### src/rtl/iau_pkg.sv
package iau_pkg;
  localparam int unsigned MOD_W = 4;
  localparam int unsigned MAG_W = 3;

  typedef struct packed {
    logic             neg;
    logic [MAG_W-1:0] mag;
  } step_t;
endpackage

### src/rtl/iau_step_dec.sv
module iau_step_dec
  import iau_pkg::*;
(
  input  logic [MOD_W-1:0] mod_i,
  output step_t            step_o,
  output logic             hold_o
);
  always_comb begin
    hold_o      = mod_i[3];
    step_o.neg  = mod_i[2];
    step_o.mag  = hold_o ? '0 : MAG_W'({1'b0, mod_i[1:0]}) + MAG_W'(1);
  end
endmodule

### src/rtl/iau_ptr_add.sv
module iau_ptr_add
  import iau_pkg::*;
#(
  parameter int unsigned AW = 16
) (
  input  logic [AW-1:0] ptr_i,
  input  step_t         step_i,
  output logic [AW-1:0] ptr_o
);
  logic [AW-1:0] ext;

  always_comb begin
    ext   = AW'(step_i.mag);
    // modulo 2^AW wrap is intended
    ptr_o = step_i.neg ? ptr_i - ext : ptr_i + ext;
  end
endmodule

### src/rtl/iau_align.sv
module iau_align #(
  parameter int unsigned AW = 16
) (
  input  logic [AW-1:0] ptr_i,
  input  logic          byte_i,
  output logic [AW-1:0] addr_o,
  output logic          misalign_o
);
  always_comb begin
    addr_o     = ptr_i;
    misalign_o = 1'b0;
    if (!byte_i) begin
      addr_o[0]  = 1'b0;
      misalign_o = ptr_i[0];
    end
  end
endmodule

### src/rtl/iau_top.sv
module iau_top
  import iau_pkg::*;
#(
  parameter int unsigned AW   = 16,
  parameter int unsigned IDXW = 4
) (
  input  logic             clk_i,
  input  logic             rst_ni,
  input  logic             req_i,
  input  logic [MOD_W-1:0] mod_i,
  input  logic [AW-1:0]    ptr_i,
  input  logic             byte_i,
  input  logic             load_i,
  input  logic [IDXW-1:0]  data_idx_i,
  input  logic [IDXW-1:0]  ptr_idx_i,
  output logic             vld_o,
  output logic [AW-1:0]    addr_o,
  output logic [AW-1:0]    ptr_next_o,
  output logic             ptr_we_o,
  output logic             data_wins_o,
  output logic             hi_clr_o,
  output logic             align_err_o
);
  step_t         step;
  logic          hold;
  logic [AW-1:0] ptr_mod;
  logic [AW-1:0] addr_c;
  logic          misalign;
  logic          same_ld;

  iau_step_dec u_dec (
    .mod_i  (mod_i),
    .step_o (step),
    .hold_o (hold)
  );

  iau_ptr_add #(.AW(AW)) u_add (
    .ptr_i  (ptr_i),
    .step_i (step),
    .ptr_o  (ptr_mod)
  );

  iau_align #(.AW(AW)) u_align (
    .ptr_i      (ptr_i),
    .byte_i     (byte_i),
    .addr_o     (addr_c),
    .misalign_o (misalign)
  );

  assign same_ld = load_i && (data_idx_i == ptr_idx_i);

  always_ff @(posedge clk_i or negedge rst_ni) begin
    if (!rst_ni) begin
      vld_o       <= 1'b0;
      addr_o      <= '0;
      ptr_next_o  <= '0;
      ptr_we_o    <= 1'b0;
      data_wins_o <= 1'b0;
      hi_clr_o    <= 1'b0;
      align_err_o <= 1'b0;
    end else begin
      vld_o       <= req_i;
      addr_o      <= addr_c;
      ptr_next_o  <= ptr_mod;
      ptr_we_o    <= req_i && !hold && !same_ld;
      data_wins_o <= req_i && same_ld;
      hi_clr_o    <= req_i && load_i && byte_i;
      align_err_o <= req_i && misalign;
    end
  end

  AST_BYTE_ADDR_PRE: assert property (@(posedge clk_i) disable iff (!rst_ni)
    vld_o && $past(byte_i) |-> addr_o == $past(ptr_i));
  AST_HOLD_NO_WB: assert property (@(posedge clk_i) disable iff (!rst_ni)
    vld_o && $past(mod_i[3]) |-> !ptr_we_o);
  AST_SAME_LOAD_NO_WB: assert property (@(posedge clk_i) disable iff (!rst_ni)
    vld_o && $past(load_i && (data_idx_i == ptr_idx_i)) |-> !ptr_we_o && data_wins_o);
  AST_HALF_EVEN: assert property (@(posedge clk_i) disable iff (!rst_ni)
    vld_o && !$past(byte_i) |-> !addr_o[0]);
  AST_FLAGS_NEED_VLD: assert property (@(posedge clk_i) disable iff (!rst_ni)
    !vld_o |-> !(ptr_we_o || data_wins_o || hi_clr_o || align_err_o));
  AST_WB_EXCLUSIVE: assert property (@(posedge clk_i) disable iff (!rst_ni)
    !(ptr_we_o && data_wins_o));
endmodule

### config.mk
export PLATFORM = sky130hd
export DESIGN_NAME = iau_top
export DESIGN_NICKNAME = d
export VERILOG_FILES = /design/src/rtl/iau_pkg.sv /design/src/rtl/iau_step_dec.sv /design/src/rtl/iau_ptr_add.sv /design/src/rtl/iau_align.sv /design/src/rtl/iau_top.sv
export SDC_FILE = /design/constraint.sdc
export NUM_CORES = 1
export LEC_CHECK = 0
export ABC_AREA = 1
export ABC_CLOCK_PERIOD_IN_PS = 1080
export BUFFER_PORTS_ARGS = -buffer_cell sky130_fd_sc_hd__buf_2
export CORE_ASPECT_RATIO = 2
export CORE_MARGIN = 2
export CORE_UTILIZATION = 32
export DETAILED_ROUTE_END_ITERATION = 10
export PLACE_DENSITY_LB_ADDON = 0.08
export SYNTH_ARGS = -nofsm -noshare
export SYNTH_HDL_FRONTEND = slang
export SYNTH_HIERARCHICAL = 1
export SYNTH_SLANG_ARGS = --single-unit
### constraint.sdc
create_clock -name clk_i -period 1.08 [get_ports clk_i]
set_clock_uncertainty 0.15 [all_clocks]
set_input_delay 0.108 -clock clk_i [delete_from_list [all_inputs] [get_ports clk_i]]
set_output_delay 0.108 -clock clk_i [all_outputs]
set_load 0.02 [all_outputs]
# ---- Yosys cells after proc, flatten, opt, wreduce, memory -nomap -nowiden
# Cells that the tools add are included.
dict set report totals {
  out_inout_bits 37
  reg_bits 37
  elab_cells 24
  in_bits 33
}
dict set report classes {
  reduce_logical 9
  muxes 4
  eq_ne 1
  n_addsub 3
}
# cell count
set ops {}
lappend ops {{$add A16 B3 Y16} 1}
lappend ops {{$mux W16} 1}
lappend ops {{$sub A16 B3 Y16} 1}
lappend ops {{$logic_and A1 B1 Y1} 7}
lappend ops {{$eq A4 B4 Y1} 1}
lappend ops {{$add A2 B1 Y3 const B} 1}
lappend ops {{$mux W3} 1}
lappend ops {{$logic_not A1 Y1} 2}
lappend ops {{$mux W1} 2}

# ---- Logic depth before layout (Yosys ltp)
# Gate-level depths: netlist of run 1.
dict set report depth {
  depth_word 4
  depth_mapped 17
  depth_no_buf 17
}

# ---- Modules after synthesis
# The synthesis of run 1 kept the hierarchy.
# mod cells_per_inst seq_area_each_um2 instances area_per_inst_um2
set by_module_without_submodules {}
lappend by_module_without_submodules {iau_top 63 925.9 1 1032.2}
lappend by_module_without_submodules {iau_ptr_add 199 0.0 1 1018.5}
lappend by_module_without_submodules {iau_align 19 0.0 1 130.1}
lappend by_module_without_submodules {iau_step_dec 8 0.0 1 46.3}

# ---- Worst setup path after synthesis of run 1
# Ideal clock, no wire load.
dict set report synth_path {
  path_type {input to register}
  startpoint {input port mod_i[0]}
  endpoint {register ptr_next_o[13]}
  stages 16
  n_path_buf 0
  required_time_ns 0.813
  arrival_ns 2.128
  path_slack_ns -1.315
  setup_ns 0.117
  cell_sequence {ha_1 > inv_1 > nor2_1 > inv_1 > ha_1 > ha_1 > or2_2 > ha_1 > nand2_1 > inv_1 > nand2_1 > nand2_1 > a21oi_1 > nand2_1 > nand2_1 > nand2_1}
}
# element line
set synth_lines {}
lappend synth_lines {{start: declaration} iau_top.sv:10} ;# input logic [MOD_W-1:0] mod_i,
lappend synth_lines {{end signal: assignment} iau_top.sv:64} ;# ptr_next_o <= ptr_mod;
lappend synth_lines {{end: declaration} iau_top.sv:18} ;# output logic [AW-1:0] ptr_next_o,

==> results of run 1 <==
cell usage in the layout (no fill, tap or decap), drive strengths merged:
| master | Yosys | layout |
|---|---|---|
| xor2 | 5 | 5 |
| nand3 | 14 | 14 |
| ha | 19 | 19 |
| buf | 17 | 101 |
| dfrtp | 37 | 37 |
| dlygate4sd3 | 0 | 19 |
| nand4 | 2 | 2 |
| nor2 | 17 | 17 |
| dlymetal6s4s | 0 | 2 |
| a21oi | 10 | 10 |
| nand2 | 95 | 95 |
| xnor2 | 3 | 3 |
| or2 | 1 | 1 |
| fa | 1 | 1 |
| nor3 | 3 | 3 |
| and3 | 1 | 1 |
| inv | 62 | 62 |
| o21ai | 2 | 2 |
| clkbuf | 0 | 7 |
sequential cells by signal (all words and copies together), names as in the netlist:
name         flops
addr_o          16
vld_o            1
ptr_we_o         1
hi_clr_o         1
ptr_next_o      16
data_wins_o      1
align_err_o      1
logic make-up (layout without fill, tap and decap cells):
| logic type | Yosys count | count (layout) |
|---|---|---|
| AOI/OAI and AO/OA | 12 | 12 |
| adders and majority gates | 20 | 20 |
| DFF | 37 | 37 |
| buffers and inverters | 79 | 191 |
| xor gates and xnor gates | 8 | 8 |
| and+or+nand+nor | 133 | 133 |
layout make-up:
class,instances,area [um2]
multi-input combinational,173,1340
clock buffer,7,143
timing repair buffer,122,897
sequential,37,926
inverter,62,235
fill,712,3180
tap,90,113
what timing repair did:
action / in CTS / in global routing
gates resized for setup: 50 / 34
setup endpoints to repair: 15 / 24
setup buffers: 3 / 2
cloned: 0 / 0
pin swaps: 43 / 19
hold buffers: 21 / 0
endpoints found under the hold margin: 57 / 0
worst paths after layout:
path / startpoint / to / slack, ns / cells past startpoint
max in group asynchronous: rst_ni / ptr_next_o[14] / 0.42 / 3
min: ptr_idx_i[2] / data_wins_o / -0.02 / 4
max: mod_i[0] / ptr_next_o[6] / -1.06 / 15
min in group asynchronous: rst_ni / ptr_next_o[2] / 0.17 / 3
critical path: stages:
cell and delay [ns]:
buf_8 0.10, ha_4 0.25, inv_2 0.03, nor2_4 0.09, inv_2 0.05, ha_4 0.15, ha_4 0.14, or2_4 0.32
ha_4 0.35, nand2_4 0.06, inv_2 0.06, nand4_1 0.09, nand2_2 0.13, buf_4 0.12, xor2_1 0.12
through the flow:
step | utilization | cells | worst slack (ns) | instance area, um2 | power, W
floorplan | - | 289 | -1.18 | 2410 | 0.00266
global placement | 0.435 | 461 | -1.44 | 2970 | 0.00323
detailed placement | 0.435 | 461 | -1.48 | 2970 | 0.00324
CTS | 0.518 | 492 | -1.03 | 3540 | 0.00495
global route | 0.534 | 491 | -1.14 | 3650 | 0.00532
finish | 0.534 | 491 | -1.06 | 3650 | 0.00500
layer usage:
| metal | part of all wire | wire length [um] | vias up |
|---|---|---|---|
| met5 | 0 | 0 | - |
| li1 | - | - | 1068 |
| met1 | 0.40 | 2110 | 940 |
| met4 | 0.026 | 139 | 0 |
| met3 | 0.034 | 182 | 11 |
| met2 | 0.54 | 2870 | 45 |
power by group through the flow:
stage / combinational [W] / clock [W] / sequential [W]
after floorplan: 0.000775 / 0 / 0.00189
after detailed placement: 0.00161 / 0 / 0.00163
after CTS: 0.00187 / 0.00147 / 0.00161
final: 0.00196 / 0.00142 / 0.00162
after global placement: 0.00160 / 0 / 0.00163
after global routing: 0.00216 / 0.00153 / 0.00164
==> results.sh, run 1 <==
export IMPL_status="complete, but fails checks"
export IMPL_violations="hold timing, setup timing"
export IMPL_drt_total_wl_mm=5.30
export IMPL_setup_tns_ns=-13.44
export IMPL_row_count=43
export IMPL_clk_pin_slew_ns=0.05
export IMPL_numCtsBuffers=5
export IMPL_drt_iter0_drc=81
export IMPL_route_detailed_drc=0
export IMPL_fmax_ghz=0.467
export IMPL_diodes=0
export IMPL_final_min_period_over_clock_period=1.98
export IMPL_hold_slack_ns=-0.0216
export IMPL_grt_setup_unrepaired="true"
export IMPL_h_tree_depth=2
export IMPL_die_h_um=122
export IMPL_post_synth_top_area_fraction=0.416
export IMPL_avgSynthCellArea_um2=7.71
export IMPL_slew_limit_headroom=0.837
export IMPL_use_met1=0.166
export IMPL_antenna_found_initial=0
export IMPL_gr_total_overflow=0
export IMPL_syn_area_mm2=0.00223
export IMPL_numPortBuffers=69
export IMPL_met3_usage=0.0268
export IMPL_ant_nets=0
export IMPL_period_needed_ns=2.14
export IMPL_synth_compound_area_frac=0.0270
export IMPL_synth_net_count=342
export IMPL_synthMuxAreaShare=0
export IMPL_fp_dieArea_mm2=0.00768
export IMPL_grtUsageMet2=0.281
export IMPL_cts_root_buf="clkbuf_16"
export IMPL_drv_slew=0
export IMPL_clkPwrFrac=0.285
export IMPL_areaGrowthSynthToFinish_pct=63.8
export IMPL_clock_path_buffers=2
export IMPL_synth_simple_area_share=0.248
export IMPL_p_per_area_mw_per_mm2=1370
export IMPL_initial_core_util=0.326
export IMPL_setup_viol=15
export IMPL_critPathKind="in2reg"
export IMPL_holdCritPathClass="in2reg"
export IMPL_globalplace_congestion=0.795
export IMPL_layout_nets=454
export IMPL_p_seq_frac=0.324
export IMPL_synth_most_common_cell="nand2_1"
export IMPL_start_kind="input pin"
export IMPL_vdd_drop_max_mv=0.630
export IMPL_drt_pass1_iter_count=4
export IMPL_yosys_top_cells_count="91 x nand2_1, 61 x inv_1, 37 x dfrtp_1, 19 x ha_1, 17 x buf_4"
export IMPL_synthArstFlopShare=1.00
export IMPL_synthCells=289
export IMPL_timing_critical_path_fanout_max=7
export IMPL_synthFlopType="dfrtp_1"
export IMPL_tritoncts="done"
export IMPL_grt_use_total=0.153
export IMPL_finalWorstSetupSlack_ns=-1.06
export IMPL_drive_above_1_share=0.484
export IMPL_synth_xor_area_frac=0.0315
export IMPL_via_per_inst=4.20
export IMPL_cap_violations=0
export IMPL_synth_distinct_cells=20
export IMPL_cts_sinks=37
export IMPL_grt_max_degree=38
export IMPL_synth_edf_count=0
export IMPL_critPathRequiredTime_ns=1.13
export IMPL_p_sw_w=0.00164
export IMPL_top_usage_layer="met2"
export IMPL_synth_warnings=6
export IMPL_swShare=0.328
export IMPL_core_mm2=0.00683
export IMPL_hpwlAfterDp_mm=4.02
export IMPL_hold_violations=1
export IMPL_ys_seq_area_frac=0.416
export IMPL_endpoint_kind="flip-flop"
export IMPL_wl_per_cell_um=10.8
export IMPL_tightest_slew_ns=0.245
export IMPL_ios=70
export IMPL_grt_first_pass_wirelength_mm=9.18
export IMPL_grt_pass1_vias=2077
export IMPL_ys_seq_elements=37
export IMPL_p_comb_frac=0.392
export IMPL_intPower_w=0.00336
export IMPL_synthTopCellsByArea="dfrtp_1 42%, nand2_1 15%, ha_1 11%"
export IMPL_synth_top_family_by_area="simple AND/OR/NAND/NOR gates"
export IMPL_via_count=2064
export IMPL_synth_adder_area_share=0.116
export IMPL_cp_arrival_ns=2.19
export IMPL_synth_top_area_cell="dfrtp_1"
export IMPL_die_width_um=63.0
export IMPL_p_leak_nw=1.99
No activity file was read; power rests on OpenSTA's default activity.
==> run 2: changes to the inputs <==
--- a/config.mk
+++ b/config.mk
@@ -6,7 +6,7 @@
 export NUM_CORES = 1
 export LEC_CHECK = 0
 export ABC_AREA = 1
-export ABC_CLOCK_PERIOD_IN_PS = 1080
+export ABC_CLOCK_PERIOD_IN_PS = 2650
 export BUFFER_PORTS_ARGS = -buffer_cell sky130_fd_sc_hd__buf_2
 export CORE_ASPECT_RATIO = 2
 export CORE_MARGIN = 2
@@ -17,3 +17,4 @@
 export SYNTH_HDL_FRONTEND = slang
 export SYNTH_HIERARCHICAL = 1
 export SYNTH_SLANG_ARGS = --single-unit
+export TNS_END_PERCENT = 50
==> constraint.sdc (replaced) <==
create_clock -name clk_i -period 2.65 [get_ports clk_i]
set_clock_uncertainty 0.15 [all_clocks]
set_input_delay 0.265 -clock clk_i [delete_from_list [all_inputs] [get_ports clk_i]]
set_output_delay 0.265 -clock clk_i [all_outputs]
set_load 0.05 [all_outputs]
==> run 2 against run 1 <==
  * The run now ends clean
  * Non-clock buffer count fell by 21
  * Highest routed layer unchanged
  * Die area did not move
  * Routed wire length fell by 3.5%
  * Sequential cell count did not move
  * Cell area fell by 18%
  * Worst hold slack improved by 0.083 ns
  * Critical path type unchanged
  * Cell count fell by 4.1%
  * Clock power fell by 56%
  * Critical path depth rose by 2
  * Via count fell by 4.1%
==> results.sh, run 2 (synthesis results as in run 1) <==
export IMPL_tritoncts="done"
export IMPL_p_per_area_mw_per_mm2=680
export IMPL_drt_iter0_drc=55
export IMPL_hold_violations=0
export IMPL_fillers=729
export IMPL_p_comb_frac=0.374
export IMPL_clk_pin_slew_ns=0.05
export IMPL_grt_max_degree=38
export IMPL_via_count=1980
export IMPL_route_detailed_drc=0
export IMPL_diodes=0
export IMPL_highest_layer="met4"
export IMPL_h_tree_depth=2
export IMPL_drive_above_1_share=0.270
export IMPL_setup_tns_ns=0
export IMPL_p_seq_frac=0.321
export IMPL_ant_nets=0
export IMPL_crit_path_cell_trace="buf_2, ha_1, inv_1, nor2_1, inv_1, ha_1, ha_1, or2_4, ha_1, nand2_1, inv_1, a21oi_1, nand2_2, nand2_1, nand2_1, nand2_1, nand2_1"
export IMPL_layout_nets=433
export IMPL_finalWorstSetupSlack_ns=0.176
export IMPL_period_needed_ns=2.47
export IMPL_intPower_w=0.00127
export IMPL_tightest_slew_ns=0.830
export IMPL_die_width_um=63.0
export IMPL_layout_commonest_cell="nand2_1"
export IMPL_ios=70
export IMPL_row_count=43
export IMPL_areaGrowthSynthToFinish_pct=34.9
export IMPL_wl_per_cell_um=10.9
export IMPL_setup_viol=0
export IMPL_grt_use_total=0.144
export IMPL_swShare=0.380
export IMPL_clkPwrFrac=0.305
export IMPL_hold_slack_ns=0.0609
export IMPL_drt_total_wl_mm=5.11
export IMPL_pre_cts_ws_ns=-0.269
export IMPL_crit_family="adder cells"
export IMPL_cts_setup_buffers=0
export IMPL_holdCritPathClass="in2reg"
export IMPL_start_kind="input pin"
export IMPL_p_leak_nw=1.79
export IMPL_cts_sinks=37
export IMPL_die_h_um=122
export IMPL_crit_top_cell="nand2_1"
export IMPL_total_power_w=0.00204
export IMPL_clock_path_buffers=2
export IMPL_cp_arrival_ns=2.50
export IMPL_numCtsBuffers=5
export IMPL_dp_cells=446
export IMPL_drt_pass1_iter_count=4
export IMPL_fmax_ghz=0.404
export IMPL_timing_critical_path_fanout_max=7
export IMPL_grt_pass1_vias=1933
export IMPL_instances_no_fill=471
export IMPL_p_sw_w=0.000777
export IMPL_status="finished, final reports clean"
export IMPL_wl_met1_mm=2.03
export IMPL_final_min_period_over_clock_period=0.934
export IMPL_mostFrequentLayoutCells="89 x nand2_1, 69 x buf_2, 61 x inv_1, 37 x dfrtp_1, 19 x ha_1"
export IMPL_antenna_found_initial=0
export IMPL_critPathKind="in2reg"
export IMPL_cap_violations=0
export IMPL_endpoint_kind="flip-flop"
export IMPL_cp_slowest_cell="ha_1"
export IMPL_grt_first_pass_wirelength_mm=8.44
export IMPL_route_met3_wl_um=187
export IMPL_numPortBuffers=69
export IMPL_via_per_inst=4.20
export IMPL_vdd_drop_max_mv=0.322
export IMPL_initial_core_util=0.326
export IMPL_core_mm2=0.00683
export IMPL_slew_limit_headroom=0.446
export IMPL_reg_top3="addr_o: 16 flops, ptr_next_o: 16 flops"
export IMPL_fp_dieArea_mm2=0.00768
export IMPL_critPathBufInv=4
export IMPL_critPathMaxStageDelay_ns=0.34
export IMPL_gr_total_overflow=0
export IMPL_critPathRequiredTime_ns=2.67
export IMPL_dr_wl_met2_mm=2.76
export IMPL_grt_setup_unrepaired="true"
export IMPL_hpwlAfterDp_mm=4.10
export IMPL_cts_root_buf="clkbuf_16"
export IMPL_drv_slew=0
export IMPL_globalplace_congestion=0.895
[run 2: path summary, 6_finish.rpt]
kind | startpoint | endpoint | slack (ns) | cells after the start
worst min-delay path | ptr_i[0] | addr_o[0] | 0.06 | 3
min in group asynchronous | rst_ni | ptr_next_o[15] | 0.47 | 2
worst max-delay path | mod_i[0] | ptr_next_o[10] | 0.18 | 17
max in group asynchronous | rst_ni | hi_clr_o | 1.35 | 2
[run 2: repair_timing]
item,CTS,global route
resized for setup,0,3
hold buffers,17,0
setup endpoints to repair,0,8
endpoints found under the hold margin,53,0
[run 2: layout make-up]
cell class	count	area (um2)	area share
multi-input combinational	173	948	0.316
sequential	37	926	0.308
timing repair buffer	101	628	0.209
inverter	62	233	0.0774
clock buffer	7	153	0.0508
tap	90	113	0.0375
clock inverter	1	5.00	0.00167
[run 2: through the flow]
stage               area [um2]  utilization
detailed placement        2670        0.391
finish                    3010        0.440
CTS                       3000        0.439
global placement          2670        0.391
floorplan                 2230            -
global route              3010        0.440
[run 2: per-layer routing]
layer	global-route usage	vias to the layer above
li1	-	1030
met1	0.151	888
met2	0.269	50
met3	0.0249	12
met4	0.0722	0
met5	0	-
[run 2: power by group through the flow]
stage / Sequential (W) / Combinational, W / Clock [W]
floorplan: 0.000941 / 0.000266 / 0
global placement: 0.000667 / 0.000746 / 0
detailed placement: 0.000667 / 0.000749 / 0
CTS: 0.000658 / 0.000770 / 0.000645
global route: 0.000665 / 0.000835 / 0.000668
finish: 0.000656 / 0.000765 / 0.000623
==> run 3: changes to the inputs <==
--- a/config.mk
+++ b/config.mk
@@ -8,11 +8,15 @@
 export ABC_AREA = 1
 export ABC_CLOCK_PERIOD_IN_PS = 2650
 export BUFFER_PORTS_ARGS = -buffer_cell sky130_fd_sc_hd__buf_2
+export CELL_PAD_IN_SITES_DETAIL_PLACEMENT = 1
+export CELL_PAD_IN_SITES_GLOBAL_PLACEMENT = 1
 export CORE_ASPECT_RATIO = 2
 export CORE_MARGIN = 2
 export CORE_UTILIZATION = 32
 export DETAILED_ROUTE_END_ITERATION = 10
+export GPL_TIMING_DRIVEN = 0
 export PLACE_DENSITY_LB_ADDON = 0.08
+export SLEW_MARGIN = 5
 export SYNTH_ARGS = -nofsm -noshare
 export SYNTH_HDL_FRONTEND = slang
 export SYNTH_HIERARCHICAL = 1
==> run 3 against run 2 <==
  * Cell area shrank 0.46%
  * Clock power grew 24%
  * Utilization shrank 0.20 points
  * Die area is the same
  * Cell count shrank 3.0%
  * First-iteration DRC count grew 3.6%
  * Combinational power is essentially flat
  * Global-route usage grew 1.6 points
==> results.sh, run 3 (synthesis results as in run 1) <==
export IMPL_status="finished, final reports clean"
export IMPL_whs_path_depth=2
export IMPL_drt_total_wl_mm=5.52
export IMPL_cap_violations=0
export IMPL_critPathRequiredTime_ns=2.67
export IMPL_antenna_found_initial=0
export IMPL_globalplace_congestion=0.852
export IMPL_die_h_um=122
export IMPL_total_power_w=0.00219
export IMPL_crit_family="adder cells"
export IMPL_route_detailed_drc=0
export IMPL_numCtsBuffers=5
export IMPL_hpwlAfterDp_mm=4.51
export IMPL_initial_core_util=0.326
export IMPL_fillers=886
export IMPL_layout_commonest_cell="nand2_1"
export IMPL_crit_cells=17
export IMPL_tritoncts="done"
export IMPL_grt_setup_unrepaired="false"
export IMPL_areaGrowthSynthToFinish_pct=34.3
export IMPL_final_min_period_over_clock_period=0.926
export IMPL_holdCritPathClass="in2reg"
export IMPL_multi_input_comb_area_mm2=0.00104
export IMPL_drive_above_1_share=0.324
export IMPL_ff_latch_area_um2=926
export IMPL_cp_slowest_cell="ha_1"
export IMPL_finalWorstSetupSlack_ns=0.197
export IMPL_crit_path_cell_trace="buf_2, ha_1, inv_1, nor2_2, inv_1, ha_1, ha_1, or2_4, ha_1, nand2_1, nand2_1, nand2_1, nand2_1, a21oi_2, nand2_1, nand2_1, nand2_1"
export IMPL_numPortBuffers=68
export IMPL_cts_root_buf="clkbuf_16"
export IMPL_drt_iter0_drc=57
export IMPL_critPathKind="in2reg"
export IMPL_gr_total_overflow=0
export IMPL_via_per_inst=4.37
export IMPL_clk_pin_slew_ns=0.06
export IMPL_ios=70
export IMPL_setup_viol=0
export IMPL_fp_dieArea_mm2=0.00768
export IMPL_die_width_um=63.0
export IMPL_p_leak_nw=1.75
export IMPL_pre_cts_ws_ns=-0.371
export IMPL_wl_per_cell_um=12.1
export IMPL_critPathMaxStageDelay_ns=0.32
export IMPL_layout_nets=419
export IMPL_hold_violations=0
export IMPL_h_tree_depth=2
export IMPL_period_needed_ns=2.45
export IMPL_p_per_area_mw_per_mm2=731
export IMPL_row_count=43
export IMPL_hold_slack_ns=0.0446
export IMPL_mostFrequentLayoutCells="88 x nand2_1, 68 x buf_2, 61 x inv_1, 37 x dfrtp_1, 17 x buf_4"
export IMPL_grt_max_degree=38
export IMPL_start_kind="input pin"
export IMPL_fmax_ghz=0.408
export IMPL_timing_critical_path_fanout_max=7
export IMPL_clock_path_buffers=2
export IMPL_reg_top3="addr_o: 16 flops, ptr_next_o: 16 flops"
export IMPL_crit_top_cell="nand2_1"
export IMPL_grt_first_pass_wirelength_mm=9.38
export IMPL_slew_limit_headroom=0.445
export IMPL_endpoint_kind="flip-flop"
export IMPL_diodes=0
export IMPL_drv_slew=0
export IMPL_tightest_slew_ns=0.832
export IMPL_drt_pass1_iter_count=4
export IMPL_cp_arrival_ns=2.48
export IMPL_grt_pass1_vias=2054
export IMPL_grt_use_total=0.160
export IMPL_critPathBufInv=3
export IMPL_core_mm2=0.00683
export IMPL_vdd_drop_max_mv=0.391
export IMPL_via_count=1999
export IMPL_cts_sinks=37
export IMPL_ant_nets=0
[run 3: changes by cell type in the layout (fill, tap and decap cells not counted), moves of 5 or more]
cell | before | now
dlygate4sd3_1 | 17 | 2
ha_1 | 19 | 12
a21oi_1 | 10 | 5
a21oi_2 | 0 | 5
ha_4 | 0 | 5
[run 3: power breakdown]
part / switching (W) / internal [W] / leakage (nW)
clock network: 0.000233 / 0.000537 / 0.0938
registers: 0.0000163 / 0.000639 / 0.442
logic: 0.000544 / 0.000219 / 1.21
[run 3: final timing paths]
kind	start	endpoint	slack, ns
max in group asynchronous	rst_ni	ptr_next_o[8]	1.35
min in group asynchronous	rst_ni	addr_o[2]	0.46
worst min-delay path	ptr_i[7]	addr_o[7]	0.04
worst max-delay path	mod_i[0]	ptr_next_o[13]	0.20
[run 3: per-stage QoR]
stage	util	TNS, ns	instance area [um2]	cells
final	0.438	0	2990	457
after global routing	0.438	0	2990	457
after CTS	0.426	0	2910	457
after detailed placement	0.392	-2.78	2680	447
after global placement	0.392	-1.98	2680	447
after floorplan	-	0	2230	289
[run 3: per-layer routing]
layer	track usage	wire length, um
met1	0.162	2000
met2	0.297	3180
met3	0.0369	209
met4	0.0889	131
met5	0	0
[run 3: cell type report]
cell class                      instances  area share
Inverter                               62      0.0778
Buffer                                 17      0.0427
Clock buffer                            5      0.0418
Multi-Input combinational cell        173       0.348
Sequential cell                        37       0.309
Clock inverter                          3      0.0217
Timing Repair Buffer                   70       0.120
Tap cell                               90      0.0376
[run 3: what timing repair did]
item,CTS,global route
hold buffers,2,0
setup endpoints to repair,4,9
hold endpoints to repair,38,0
gates resized for setup,5,15
setup buffers,0,0
